**src/rtl/dih_pkg.sv**
```systemverilog
package dih_pkg;
  localparam int NUM_SRC = 4;
  localparam int ADDR_W  = 12;

  typedef enum logic [1:0] {
    SRC_LIST = 2'd0,
    SRC_NODE = 2'd1,
    SRC_ERRA = 2'd2,
    SRC_ERRB = 2'd3
  } src_e;

  localparam logic [ADDR_W-1:0] OFF_COMBINED  = 12'h000;
  localparam logic [ADDR_W-1:0] OFF_VIEW_BASE = 12'h004;
  localparam logic [ADDR_W-1:0] OFF_MASK_BASE = 12'h018;
  localparam logic [ADDR_W-1:0] OFF_RAW_BASE  = 12'h600;

  function automatic logic [ADDR_W-1:0] view_addr(input int k);
    return OFF_VIEW_BASE + ADDR_W'(4 * k);
  endfunction

  function automatic logic [ADDR_W-1:0] mask_addr(input int k);
    return OFF_MASK_BASE + ADDR_W'(4 * k);
  endfunction

  function automatic logic [ADDR_W-1:0] raw_addr(input int k);
    return OFF_RAW_BASE + ADDR_W'(8 * k);
  endfunction
endpackage

```
**src/rtl/dih_src_bank.sv**
```systemverilog
module dih_src_bank #(
  parameter int NUM_CH = 16
) (
  input  logic              clk,
  input  logic              rst_n,
  input  logic [NUM_CH-1:0] evt,
  input  logic              clr_we,
  input  logic              mask_we,
  input  logic [NUM_CH-1:0] wdata,
  output logic [NUM_CH-1:0] raw,
  output logic [NUM_CH-1:0] mask,
  output logic [NUM_CH-1:0] view
);
  logic [NUM_CH-1:0] clr_bits;

  assign clr_bits = clr_we ? wdata : '0;

  // events are OR-ed in after the clear, so a colliding strobe wins
  always_ff @(posedge clk) begin
    if (!rst_n) begin
      raw  <= '0;
      mask <= '0;
    end else begin
      raw <= (raw & ~clr_bits) | evt;
      if (mask_we) mask <= wdata;
    end
  end

  assign view = raw & mask;

  p_evt_sets_r2: assert property (@(posedge clk) disable iff (!rst_n)
    (|evt) |=> ((raw & $past(evt)) == $past(evt)));

  p_evt_beats_clear_r5: assert property (@(posedge clk) disable iff (!rst_n)
    (clr_we && |(evt & wdata)) |=> ((raw & $past(evt & wdata)) == $past(evt & wdata)));

  p_clear_r4: assert property (@(posedge clk) disable iff (!rst_n)
    clr_we |=> ((raw & $past(wdata & ~evt)) == '0));

  p_hold_r4: assert property (@(posedge clk) disable iff (!rst_n)
    1'b1 |=> (((raw ^ $past(raw)) & ~$past(evt | clr_bits)) == '0));

  p_mask_load_r6: assert property (@(posedge clk) disable iff (!rst_n)
    mask_we |=> (mask == $past(wdata)));
endmodule

```
**src/rtl/dih_read_mux.sv**
```systemverilog
module dih_read_mux
  import dih_pkg::*;
#(
  parameter int NUM_CH = 16,
  parameter int DATA_W = 32
) (
  input  logic                             clk,
  input  logic                             rst_n,
  input  logic                             rd_en,
  input  logic [ADDR_W-1:0]                addr,
  input  logic [NUM_SRC-1:0][NUM_CH-1:0]   raw_all,
  input  logic [NUM_SRC-1:0][NUM_CH-1:0]   mask_all,
  input  logic [NUM_SRC-1:0][NUM_CH-1:0]   view_all,
  input  logic [NUM_CH-1:0]                comb,
  output logic [DATA_W-1:0]                rdata
);
  logic [NUM_CH-1:0] sel;

  always_comb begin
    sel = '0;
    if (addr == OFF_COMBINED) sel = comb;
    for (int k = 0; k < NUM_SRC; k++) begin
      if (addr == view_addr(k)) sel = view_all[k];
      if (addr == mask_addr(k)) sel = mask_all[k];
      if (addr == raw_addr(k))  sel = raw_all[k];
    end
  end

  always_ff @(posedge clk) begin
    if (!rst_n)     rdata <= '0;
    else if (rd_en) rdata <= DATA_W'(sel);
  end

  p_raw_poll_r10: assert property (@(posedge clk) disable iff (!rst_n)
    (rd_en && addr == raw_addr(0)) |=> (rdata == DATA_W'($past(raw_all[0]))));

  p_upper_zero_r11: assert property (@(posedge clk) disable iff (!rst_n)
    1'b1 |=> ((rdata >> NUM_CH) == '0));
endmodule

```
**src/rtl/dma_irq_hub.sv**
```systemverilog
module dma_irq_hub
  import dih_pkg::*;
#(
  parameter int NUM_CH = 16,
  parameter int DATA_W = 32
) (
  input  logic              clk,
  input  logic              rst_n,
  input  logic [NUM_CH-1:0] ch_list_done,
  input  logic [NUM_CH-1:0] ch_node_done,
  input  logic [NUM_CH-1:0] ch_node_irq_en,
  input  logic [NUM_CH-1:0] ch_err_a,
  input  logic [NUM_CH-1:0] ch_err_b,
  input  logic              reg_wr_en,
  input  logic              reg_rd_en,
  input  logic [11:0]       reg_addr,
  input  logic [DATA_W-1:0] reg_wdata,
  output logic [DATA_W-1:0] reg_rdata,
  output logic              irq
);
  logic [NUM_SRC-1:0][NUM_CH-1:0] src_evt, raw_q, mask_q, view_q;
  logic [NUM_SRC-1:0]             clr_we, mask_we;
  logic [NUM_CH-1:0]              comb;

  // node completions only count when the descriptor asked for it
  assign src_evt[SRC_LIST] = ch_list_done;
  assign src_evt[SRC_NODE] = ch_node_done & ch_node_irq_en;
  assign src_evt[SRC_ERRA] = ch_err_a;
  assign src_evt[SRC_ERRB] = ch_err_b;

  for (genvar k = 0; k < NUM_SRC; k++) begin : g_src
    assign clr_we[k]  = reg_wr_en && (reg_addr == raw_addr(k));
    assign mask_we[k] = reg_wr_en && (reg_addr == mask_addr(k));

    dih_src_bank #(.NUM_CH(NUM_CH)) u_bank (
      .clk     (clk),
      .rst_n   (rst_n),
      .evt     (src_evt[k]),
      .clr_we  (clr_we[k]),
      .mask_we (mask_we[k]),
      .wdata   (reg_wdata[NUM_CH-1:0]),
      .raw     (raw_q[k]),
      .mask    (mask_q[k]),
      .view    (view_q[k])
    );
  end

  always_comb begin
    comb = '0;
    for (int k = 0; k < NUM_SRC; k++) comb = comb | view_q[k];
  end

  assign irq = |comb;

  dih_read_mux #(.NUM_CH(NUM_CH), .DATA_W(DATA_W)) u_rd (
    .clk      (clk),
    .rst_n    (rst_n),
    .rd_en    (reg_rd_en),
    .addr     (reg_addr),
    .raw_all  (raw_q),
    .mask_all (mask_q),
    .view_all (view_q),
    .comb     (comb),
    .rdata    (reg_rdata)
  );

  p_irq_rise_cause_r9: assert property (@(posedge clk) disable iff (!rst_n)
    $rose(irq) |-> ($past(|src_evt) || $past(|mask_we)));

  p_irq_fall_cause_r9: assert property (@(posedge clk) disable iff (!rst_n)
    $fell(irq) |-> ($past(|clr_we) || $past(|mask_we)));

  p_node_gate_r3: assert property (@(posedge clk) disable iff (!rst_n)
    (!clr_we[SRC_NODE] && ((ch_node_done & ~ch_node_irq_en & ~raw_q[SRC_NODE]) != '0))
      |=> ((raw_q[SRC_NODE] & $past(ch_node_done & ~ch_node_irq_en & ~raw_q[SRC_NODE])) == '0));
endmodule

```
**config.mk**
```make
export PLATFORM = sky130hd
export DESIGN_NAME = dma_irq_hub
export DESIGN_NICKNAME = d
export VERILOG_FILES = /design/src/rtl/dih_pkg.sv /design/src/rtl/dih_src_bank.sv /design/src/rtl/dih_read_mux.sv /design/src/rtl/dma_irq_hub.sv
export SDC_FILE = /design/constraint.sdc
export NUM_CORES = 1
export LEC_CHECK = 0
export BUFFER_PORTS_ARGS = -buffer_cell sky130_fd_sc_hd__buf_2
export CELL_PAD_IN_SITES_DETAIL_PLACEMENT = 1
export CELL_PAD_IN_SITES_GLOBAL_PLACEMENT = 1
export CORE_ASPECT_RATIO = 1.25
export CORE_MARGIN = 2
export CORE_UTILIZATION = 38
export CTS_CLUSTER_DIAMETER = 120
export DETAILED_ROUTE_END_ITERATION = 12
export PLACE_DENSITY = 0.81
export SKIP_CTS_REPAIR_TIMING = 1
export SYNTH_ARGS = -nofsm -noshare
export SYNTH_HDL_FRONTEND = slang
export SYNTH_HIERARCHICAL = 1
export SYNTH_SLANG_ARGS = --single-unit
export TNS_END_PERCENT = 50
```
**constraint.sdc**
```tcl
create_clock -name clk -period 1.79 [get_ports clk]
set_input_delay 0 -clock clk [delete_from_list [all_inputs] [get_ports clk]]
set_output_delay 0 -clock clk [all_outputs]
set_load 0.005 [all_outputs]
```
==> flow_summary.ini, run 1 <==
[run_status]
status = finished, violations left
violations = hold timing, setup timing

[timing]
setup_ws_ns = -0.811
finalHoldViolations = 8
clock_skew_ns = 0.0104
maxSlewViolCount = 0
fin_tns_setup_ns = -5.57
fin_crit_sh_pct = 145
rsz0062_at_grt = true
finalCriticalPeriod_ns = 2.60
finalSetupViolCount = 17
timing.hold.ws_ns = -0.0551
tightestPinTransition_ns = 0.738
max_freq_mhz = 384
slew_headroom_pct = 50.5

[drt]
drt_wl_total_mm = 52.3
vias = 11600
via_per_inst = 6.73
drt_iter0_drc = 1828
drc_errors = 0
wl_per_cell_um = 30.3
dr.pass1.iters = 7
ant_nets = 0

[die]
die_x_um = 136
fp-row-count = 60
die_y_um = 170
floorplan.initialDensity_pct = 38.7
core_area_mm2 = 0.0215
die-area_mm2 = 0.0231
top_level_ports = 161

[grt]
grtUsageTotal_pct = 37.8
grt_pass1_wl_mm = 65.9
grt_max_degree = 77
grt_pass1_vias = 11400
antenna_found_initial = 2
grt_overflow = 0

[setup_path]
crit_type = reg -> out
reg2reg_depth = 7
crit_path_max_incr_delay_ns = 0.52
end_kind = output pin
critPathSlowestCell = nor4_4
path_delay_family = simple AND/OR/NAND/NOR gates
crit_path_start = g_src[2].u_bank/raw[2]
crit_chain = and2_4, or4_4, nor4_4, buf_4, nand4_1, buf_2
crit-reg2reg-launch = g_src[2].u_bank/raw[2]
cp-start-kind = register
cp_data_required_time_ns = 1.79
path_max_fanout = 2
critPathArrivalTime_ns = 2.60
crit_buf_inv = 2
worst-path-stages = 6

[logic_synthesis]
syn_inst = 974
synth.area.mux_share_pct = 9.34
async_flop_share_pct = 0
yosys_warnings = 6
synth-adder-area-share_pct = 0
synth_xor_area_share_pct = 0
ys_ff_latch = 144
synthSimpleGateAreaFrac_pct = 24.5
synth_area_per_cell_um2 = 8.55
synth_top_family_by_area = simple AND/OR/NAND/NOR gates
synthDistinctLibCells = 64
synth_area_mm2 = 0.00833
synth_edf_count = 0
yosysSeqAreaShare_pct = 34.6
synth_compound_area_share_pct = 22.8
synthFlopType = dfxtp_1

[min_path]
min_from = ch_node_irq_en[8]
holdCritPathClass = in -> reg
hold_depth = 4

[clocking]
numCtsBuffers = 17
clk_pin_slew_worst_paths_ns = 0.07
h-tree-depth = 4
root_buffer = clkbuf_16
clock_path_buffers = 2
cts_tree = yes
cts_sinks = 144
clock_latency_ns = 0.47

[job]
maxCapViolCount = 0

[finish]
final_layout_size_suffix_gt1_share_pct = 37.8
final_cell_mix = 290 x buf_4, 133 x dfxtp_1, 128 x buf_2
multi_input_area_mm2 = 0.00499
fin_cells = 1726
fillCellCount = 2532
seq_area_mm2 = 0.00290
area_growth_pct = 52.7
nNetsFinal = 1561
final_common_cell = buf_4
utilization_pct = 59.0

[placement]
dpl_worst_slack_ns = -0.355
gp_routability_congestion = 0.986
dp.cells = 1623
dpl.hpwl_mm = 28.4
port_buffers = 128

[power]
finalPower_mw = 8.20
peakVddDrop_mv = 0.649
p_leak_nw = 5.51
power.density_mw_per_mm2 = 645
-- cells in the mapped netlist (9+ instances only) --
cell	instances	area [µm²]
nor3_1	14	70.1
or4_4	9	101
nor2b_1	66	413
a21oi_1	17	85.1
mux2i_1	71	711
a22oi_1	20	150
inv_1	70	263
a211oi_1	10	75.1
clkbuf_1	15	56.3
a221oi_1	21	184
buf_2	23	115
and2_1	81	507
nand2_1	35	131
dfxtp_1	144	2880
or4_1	12	90.1
o221ai_1	9	78.8
o22ai_1	19	119
buf_4	17	128
nand3_1	24	120
a31oi_1	68	425
nor2_1	26	97.6
o21ai_0	86	430
-- final cells by class --
type | instances | share of cell area [%]
Multi-Input combinational cell | 706 | 39.3
Timing Repair Buffer | 493 | 28.6
Sequential cell | 144 | 22.8
Clock buffer | 20 | 3.43
Tap cell | 279 | 2.74
Inverter | 71 | 2.10
Clock inverter | 12 | 1.05
Antenna cell | 1 | 0.0197
-- registers in the layout (all words and copies together), names as in the netlist --
register / flops
g_src.u_bank/mask: 64
u_rd/rdata: 16
g_src.u_bank/raw: 64
-- worst reg2reg max path: stages, from the launching register on --
cell	delay [ns]
dfxtp_1	0.41
and2_4	0.25
or4_4	0.45
mux2_2	0.29
a222oi_1	0.31
nand3_1	0.18
a21oi_2	0.16
o21ai_1	0.11
-- worst paths after layout --
check / to / slack (ns)
max: irq / -0.81
min: g_src[1].u_bank/raw[8] / -0.06
max reg2reg: u_rd/rdata[2] / -0.50
min reg2reg: u_rd/rdata[8] / 0.55
-- cells by family (layout without fill, tap and decap cells) --
kind of cell / Yosys count / in the layout
and+or+nand+nor: 320 / 320
DFF: 144 / 144
AOI/OAI and AO/OA: 293 / 293
buffers and inverters: 139 / 596
other: 1 / 17
muxes: 77 / 77
-- where the power goes --
part	switching, mW	internal, mW	leakage [nW]	total (mW)
clock network	1.64	2.06	0.275	3.70
logic	0.600	0.503	4.05	1.10
registers	0.0836	3.31	1.18	3.40
-- stage by stage --
stage                     area [µm²]  hold slack (ns)
after floorplan                 8420            0.100
after global placement         11300            0.265
after detailed placement       11300            0.273
after CTS                      11900           -0.190
after global routing           12700          -0.0229
final                          12700          -0.0551
-- metal layers --
layer | up-vias | routed length [µm] | global-route usage [%]
met5 | - | 0 | 0
met4 | 0 | 5910 | 29.3
met3 | 539 | 6310 | 8.42
met2 | 1169 | 22900 | 63.3
met1 | 5416 | 17200 | 41.0
li1 | 4496 | - | -
Note: power is estimated with default switching activity, not from simulation.
==> inputs of run 2 (changes only) <==
- CORE_MARGIN: 2 -> 10
- RECOVER_POWER: not set -> 25
- SETUP_SLACK_MARGIN: not set -> 0.4
==> flow_summary.ini, run 2 (synthesis results as in run 1) <==
[grt]
grt_overflow = 0
grt_pass1_vias = 11200
grt_max_degree = 99
grt_pass1_wl_mm = 64.9
grtUsageTotal_pct = 29.3
antenna_found_initial = 2

[setup_path]
end_kind = output pin
path_delay_family = simple AND/OR/NAND/NOR gates
path_max_fanout = 2
cp-start-kind = register
crit_type = reg -> out
ff2ff_setup_slack_ns = -0.63
worst-path-stages = 6
critPathSlowestCell = or4_4
cp_data_required_time_ns = 1.79
crit_path_start = g_src[1].u_bank/raw[2]
crit-reg2reg-launch = g_src[1].u_bank/raw[2]
crit_path_max_incr_delay_ns = 0.54
critPathArrivalTime_ns = 2.50
crit_buf_inv = 2
timing.rr.end = u_rd/rdata[2]
crit_chain = and2_4, or4_4, nor4_4, buf_4, nand4_1, buf_2
crit_end = irq
reg2reg_depth = 7

[finish]
fillCellCount = 2481
final_cell_mix = 307 x buf_4, 120 x dfxtp_1, 111 x buf_2
final_layout_size_suffix_gt1_share_pct = 40.0
final_common_cell = buf_4
nNetsFinal = 1590
design_area_mm2 = 0.0131
area_growth_pct = 57.5
largestRegisters = g_src.u_bank/mask x64, g_src.u_bank/raw x64, u_rd/rdata x16

[timing]
setup_ws_ns = -0.708
maxSlewViolCount = 0
finalSetupViolCount = 19
fin_crit_sh_pct = 140
max_freq_mhz = 400
slew_headroom_pct = 28.3
clock_skew_ns = 0.00725
tightestPinTransition_ns = 1.07
fin_tns_setup_ns = -5.20
finalCriticalPeriod_ns = 2.50
timing.hold.ws_ns = -0.0183
finalHoldViolations = 3
rsz0062_at_grt = true

[power]
p_leak_nw = 5.67
finalPower_mw = 8.55
seq_power_share_pct = 39.8
combPwrFrac_pct = 13.5
peakVddDrop_mv = 0.744
share_clk_of_total_power_pct = 46.7
power.density_mw_per_mm2 = 652
intPower_mw = 6.23
power_switching_mw = 2.33
switching_share_pct = 27.2

[placement]
port_buffers = 128
gp_routability_congestion = 0.983
dpl_worst_slack_ns = -0.369
dpl.hpwl_mm = 30.3
place_area_mm2 = 0.0113

[drt]
vias = 11700
drc_errors = 0
drt_wl_total_mm = 55.7
dr.pass1.iters = 9
wl_per_cell_um = 31.7
via_per_inst = 6.69
ant_nets = 0
drt_iter0_drc = 1776

[clocking]
numCtsBuffers = 17
clock_latency_ns = 0.46
root_buffer = clkbuf_16
clock_path_buffers = 2
cts_tree = yes
h-tree-depth = 4
clk_pin_slew_worst_paths_ns = 0.07
cts_sinks = 144

[job]
maxCapViolCount = 0

[min_path]
min_from = ch_node_done[8]
holdCritPathClass = in -> reg

[die]
fp-row-count = 60
die_x_um = 152
top_level_ports = 161
floorplan.initialDensity_pct = 38.7
die_y_um = 186
core_area_mm2 = 0.0215
die-area_mm2 = 0.0283

[run_status]
status = finished, violations left
violations = hold timing, setup timing
==> run 2: cell count changes in the layout (fill, tap and decap cells not counted), moves of 4 or more <==
cell           before  now
clkbuf_1            3   23
buf_2             128  111
buf_4             290  307
and2_1             66   53
and2_4             15   28
dfxtp_1           133  120
dfxtp_2            11   24
dlygate4sd3_1      68   76
buf_12              7    2
a221oi_1           14   10
a221oi_2            7   11
==> run 2: area by class of cell <==
type / count / area (µm²) / share of cell area [%]
Antenna cell: 2 / 5.00 / 0.0381
Clock buffer: 20 / 447 / 3.40
Clock inverter: 12 / 181 / 1.38
Inverter: 71 / 267 / 2.03
Multi-Input combinational cell: 706 / 5180 / 39.4
Sequential cell: 144 / 2910 / 22.2
Tap cell: 279 / 349 / 2.66
Timing Repair Buffer: 522 / 3790 / 28.8
==> run 2: through the flow <==
| stage | utilization [%] | hold slack, ns | std cells |
|---|---|---|---|
| 2_1_floorplan | - | 0.100 | 989 |
| 3_3_place_gp | 52.6 | 0.267 | 1634 |
| 3_5_place_dp | 52.6 | 0.275 | 1634 |
| 4_1_cts | 55.6 | -0.189 | 1666 |
| 5_1_grt | 60.9 | -0.0127 | 1755 |
| 6_report | 60.9 | -0.0183 | 1756 |
==> run 2: power by group through the flow <==
stage	sequential, mW	combinational (mW)	clock [mW]
finish	3.41	1.15	4.00
global route	3.41	1.20	4.13
CTS	3.38	0.890	3.94
detailed placement	3.45	0.869	0
global placement	3.44	0.830	0
floorplan	3.43	0.338	0
==> run 2: routing by layer <==
| metal | track usage (%) | share of wire [%] |
|---|---|---|
| met1 | 30.6 | 34 |
| met2 | 51.4 | 46 |
| met3 | 6.97 | 11 |
| met4 | 20.3 | 9.8 |
| met5 | 0 | 0.095 |
==> run 2: worst min-delay path by stage <==
stage	endpoint	slack (ns)	cells past startpoint
after floorplan	g_src[0].u_bank/raw[0]	0.10	1
after global placement	g_src[2].u_bank/raw[5]	0.27	3
after detailed placement	g_src[3].u_bank/raw[3]	0.28	3
after CTS	g_src[3].u_bank/raw[5]	-0.19	3
after global routing	g_src[1].u_bank/raw[10]	-0.01	4
final	g_src[1].u_bank/raw[8]	-0.02	4
==> run 2: worst register-to-register path: stages, from the launching register on <==
cell	delay (ns)
dfxtp_2	0.38
and2_4	0.19
or4_4	0.54
mux2_4	0.29
a222oi_1	0.42
nand3_1	0.19
a21oi_2	0.18
o21ai_1	0.11
